$ cat src/rtl/spi_id_resp.sv
module spi_id_resp #(
  parameter logic [7:0] OP_JEDEC   = 8'h9F,
  parameter logic [7:0] OP_DEVID   = 8'hAB,
  parameter logic [7:0] MFR_CODE   = 8'h62,
  parameter logic [7:0] MEM_TYPE   = 8'h06,
  parameter logic [7:0] CAP_CODE   = 8'h13,
  parameter logic [7:0] RSVD_CODE  = 8'h00,
  parameter logic [7:0] DEV_CODE   = 8'h6E,
  parameter int         DUMMY_BITS = 24
) (
  input  logic clk,
  input  logic rst_n,
  input  logic cs_n,
  input  logic sck,
  input  logic si,
  input  logic busy,
  output logic so,
  output logic so_oe
);
  localparam int CW = $clog2((DUMMY_BITS > 8 ? DUMMY_BITS : 8) + 1);
  localparam logic [1:0] ST_CMD = 2'd0, ST_DUMMY = 2'd1, ST_OUT = 2'd2, ST_DEAD = 2'd3;

  logic [2:0] sck_p;
  logic [1:0] cs_p, si_p;
  logic       cs_s, si_s, sck_rise, sck_fall;
  logic [1:0] state;
  logic [6:0] sh;
  logic [CW-1:0] cnt;
  logic [4:0] pos;
  logic       jedec;
  logic [7:0] opc, out_byte;

  always_ff @(posedge clk or negedge rst_n)
    if (!rst_n) begin
      sck_p <= '0;
      cs_p  <= 2'b11;
      si_p  <= '0;
    end else begin
      sck_p <= {sck_p[1:0], sck};
      cs_p  <= {cs_p[0], cs_n};
      si_p  <= {si_p[0], si};
    end

  assign cs_s     = cs_p[1];
  assign si_s     = si_p[1];
  assign sck_rise = sck_p[1] & ~sck_p[2];
  assign sck_fall = ~sck_p[1] & sck_p[2];
  assign opc      = {sh, si_s};

  always_comb
    if (!jedec) out_byte = DEV_CODE;
    else case (pos[4:3])
      2'd0:    out_byte = MFR_CODE;
      2'd1:    out_byte = MEM_TYPE;
      2'd2:    out_byte = CAP_CODE;
      default: out_byte = RSVD_CODE;
    endcase

  always_ff @(posedge clk or negedge rst_n)
    if (!rst_n) begin
      state <= ST_CMD;
      sh    <= '0;
      cnt   <= '0;
      pos   <= '0;
      jedec <= 1'b0;
      so    <= 1'b0;
      so_oe <= 1'b0;
    end else if (cs_s) begin
      state <= ST_CMD;
      cnt   <= '0;
      pos   <= '0;
      so    <= 1'b0;
      so_oe <= 1'b0;
    end else begin
      case (state)
        ST_CMD:
          if (sck_rise) begin
            sh  <= opc[6:0];
            cnt <= cnt + 1'b1;
            if (cnt == CW'(7)) begin
              cnt <= '0;
              if (busy)                state <= ST_DEAD;
              else if (opc == OP_JEDEC) begin jedec <= 1'b1; state <= ST_OUT;   end
              else if (opc == OP_DEVID) begin jedec <= 1'b0; state <= ST_DUMMY; end
              else                     state <= ST_DEAD;
            end
          end
        ST_DUMMY:
          if (sck_rise) begin
            cnt <= cnt + 1'b1;
            if (cnt == CW'(DUMMY_BITS - 1)) state <= ST_OUT;
          end
        ST_OUT:
          if (sck_fall) begin
            so    <= out_byte[~pos[2:0]];
            so_oe <= 1'b1;
            pos   <= pos + 1'b1;
          end
        default: ;
      endcase
    end
endmodule

$ cat config.mk
export PLATFORM = sky130hd
export DESIGN_NAME = spi_id_resp
export DESIGN_NICKNAME = d
export VERILOG_FILES = /design/src/rtl/spi_id_resp.sv
export SDC_FILE = /design/constraint.sdc
export NUM_CORES = 1
export LEC_CHECK = 0
export ABC_AREA = 1
export ABC_CLOCK_PERIOD_IN_PS = 1520
export BUFFER_PORTS_ARGS = -buffer_cell sky130_fd_sc_hd__buf_2
export CELL_PAD_IN_SITES_DETAIL_PLACEMENT = 0
export CELL_PAD_IN_SITES_GLOBAL_PLACEMENT = 1
export CORE_MARGIN = 8
export CORE_UTILIZATION = 25
export CTS_BUF_LIST = sky130_fd_sc_hd__clkbuf_4
export CTS_CLUSTER_DIAMETER = 30
export CTS_CLUSTER_SIZE = 24
export DETAILED_ROUTE_END_ITERATION = 10
export PLACE_DENSITY = 0.49
export SETUP_SLACK_MARGIN = 0.1
export SYNTH_ARGS = -nofsm -noshare
export SYNTH_HDL_FRONTEND = slang
export SYNTH_SLANG_ARGS = --single-unit
$ cat constraint.sdc
create_clock -name clk -period 1.52 [get_ports clk]
set_input_delay 0.152 -clock clk [delete_from_list [all_inputs] [get_ports clk]]
set_output_delay 0.152 -clock clk [all_outputs]
set_load 0.02 [all_outputs]
==> flow_metrics.tcl <==
set metrics [dict create \
    status "finished, final reports clean" \
    yosys-top-cells-count "nand2_1, dfrtp_1, inv_1, nand3_1, nor2_1" \
    critical_path_class "reg -> reg" \
    num_io_pins 8 \
    drv_slew 0 \
    htreeDepth 2 \
    start_kind "register" \
    power_switching_uw 526.4 \
    gp_congestion 0.7427 \
    final_nets 196 \
    fillers 598 \
    worst_slew_pin_slew_ns 0.6534 \
    setup_viol 0 \
    synth_edf_count 0 \
    syn-instance-count 169 \
    relSlewSlack_pct 56.44 \
    min_path_type "in -> reg" \
    die_area_sq_um 8141 \
    start_util_pct 25.49 \
    cp_max_fo 5 \
    finalCritPeriodShare_pct 90.50 \
    ys_warn_count 0 \
    cts_max_path_buffers 2 \
    finalHoldViolCount 0 \
    arrival_ns 1.59 \
    path_common_cell "nand2_1" \
    netlist_area_sq_um 1378 \
    fp.dieH_um 90.23 \
    synth_async_sr_flop_share_pct 100.0 \
    placed_area_sq_um 1508 \
    fin_area_sq_um 1629 \
    synth.top_cell.area_share_pct 49.05 \
    synth_top_area_cell "dfrtp_1" \
    antenna_cells 0 \
    powerDensity_nw_per_um2 1051 \
    drive_gt1_share_pct 15.34 \
    yosysSeqAreaShare_pct 52.86 \
    grt_overflow 0 \
    wl_um 2911 \
    drc 0 \
    finalPower_mw 1.712 \
    drt-wirelength-per-cell_um 11.15 \
    areaGrowthSynthToFinish_pct 18.26 \
    synth.net_count 177 \
    track_usage_pct 8.064 \
    yosys_register_bits 29 \
    crit_slowest_cell "dfrtp_1" \
    synthMostInstantiatedCell "nand2_1" \
    pwr-share-comb_pct 16.0 \
    rsz0062_at_grt "true" \
    rows 27 \
    max-cap-violations 0 \
    fin_cells 261 \
    ant_nets 0 \
    pwr-share-seq_pct 56.0 \
    die_w_um 90.23 \
    vias 1121 \
    first_iter_violations 23 \
    cts_sinks 29 \
    grt_max_degree 30 \
    numPortBuffers 7 \
    dp_hpwl_um 2147 \
    p_leak_nw 0.7542 \
    crit_chain "ha_2 > nand3_1 > nor2_2 > inv_1 > nor2_1 > nand2_1 > nand2_1 > nand2_1" \
    dr.pass1.iters 4 \
    avgSynthCellArea_sq_um 8.151 \
    clock_latency_ns 0.33 \
    synth_ff_type "dfrtp_1" \
    netlist_top_cells_area "dfrtp_1, nand2_1, nand3_1, inv_1, nor2_1" \
    whs_ns 0.2269 \
    path_clk_slew_ns 0.10 \
    fin_crit_ns 1.376 \
    synthDistinctLibCells 19 \
    grt_pass1_vias 1139 \
    vias_per_cell 4.295 \
    pwr-share-clk_pct 28.0 \
    endpoint_kind "register" \
    peakVddDrop_mv 0.3550 \
    fin_skew_ns 0.01748 \
    worstPathRequired_ns 1.73 \
    dp.cells 248 \
    antenna_found_initial 0 \
    switching_share_pct 30.75 \
    cts_tree "yes" \
    grt_pass1_wl_um 5347 \
    clock.fmax_ghz 0.7270 \
    cts_buffers 5 \
    root_buffer "clkbuf_4" \
    critPathMaxStageDelay_ns 0.40 \
    core_sq_um 5405 \
    p_int_mw 1.186 \
]
-- routing by layer --
metal	GRT usage (%)	part of all wire (%)	vias up
li1	-	-	590
met2	11.90	43	16
met3	2.909	4.5	6
met1	10.21	50	509
met5	0	0	-
met4	3.745	2.0	0
-- flip-flops by register name, indices dropped and copies added, names as in the netlist --
register  flops
cnt           5
cs_p          2
jedec         1
pos           5
sck_p         3
sh            7
si_p          2
so            1
so_oe         1
state         2
-- cell usage in the layout (no fill, tap or decap), types with 2 or more instances in the layout --
cell,instances
a21oi_1,7
buf_2,7
buf_4,3
clkbuf_4,7
dfrtp_1,27
dfstp_2,2
dlygate4sd3_1,4
inv_1,19
nand2_1,43
nand2_2,3
nand3_1,19
nand4_1,5
nor2_1,15
nor2_4,2
nor3_1,2
o21ai_0,8
o21ai_1,4
o22ai_1,3
-- final cells by class --
cell class                 instances  area, sq um  area share [%]
timing repair buffer              14        97.59           5.991
clock inverter                     1        3.754          0.2304
inverter                          20        78.83           4.839
multi-input combinational        118        578.1           35.48
tap                               72        90.09           5.530
sequential                        29        728.2           44.70
clock buffer                       7        52.55           3.226
-- stage by stage --
stage | setup WS, ns | setup TNS (ns) | utilization, %
2_1_floorplan | 0.3233 | 0 | -
3_3_place_gp | 0.1438 | 0 | 27.89
3_5_place_dp | 0.1300 | 0 | 27.89
4_1_cts | 0.1163 | 0 | 29.68
5_1_grt | -0.007373 | -0.007373 | 30.14
6_report | 0.1444 | 0 | 30.14
-- power groups by stage --
| stage | clock network [mW] | registers (mW) | logic (mW) |
|---|---|---|---|
| floorplan | 0 | 0.954 | 0.185 |
| global placement | 0 | 0.971 | 0.258 |
| detailed placement | 0 | 0.972 | 0.260 |
| CTS | 0.511 | 0.957 | 0.268 |
| global route | 0.543 | 0.972 | 0.328 |
| finish | 0.479 | 0.959 | 0.274 |
-- kinds of logic after synthesis --
kind of cell | after synthesis | share of synthesized area [%]
AND/OR/NAND/NOR | 92 | 29.88
flip-flops | 29 | 52.86
AO/OA/AOI/OAI | 23 | 8.628
buffers and inverters | 22 | 6.176
adder cells (fa/ha/maj) | 2 | 1.816
XOR/XNOR | 1 | 0.6359
-- final timing paths --
check / start / endpoint / slack (ns) / depth (start not counted)
worst max-delay path: cnt[1] / jedec / 0.14 / 8
worst min-delay path: busy / state[1] / 0.23 / 7
worst max register to register: cnt[1] / jedec / 0.14 / 8
worst min register to register: sck_p[0] / sck_p[1] / 0.36 / 0
max in group asynchronous: rst_n / sh[5] / 0.70 / 2
min in group asynchronous: rst_n / si_p[0] / 0.38 / 2
-- critical path: cells and delay by family (launching register included) --
kind / cells / cell delay (ns)
adders and majority gates: 1 / 0.24
and+or+nand+nor: 6 / 0.57
buffers and inverters: 1 / 0.07
DFF: 1 / 0.40
-- what timing repair did --
| item | CTS | global route |
|---|---|---|
| endpoints found under the hold margin | 30 | 0 |
| resized for setup | 0 | 5 |
| hold buffers | 4 | 0 |
| endpoints found under the setup margin | 0 | 5 |
| buffers inserted | 0 | 1 |
(Power assumes the default switching activity.)
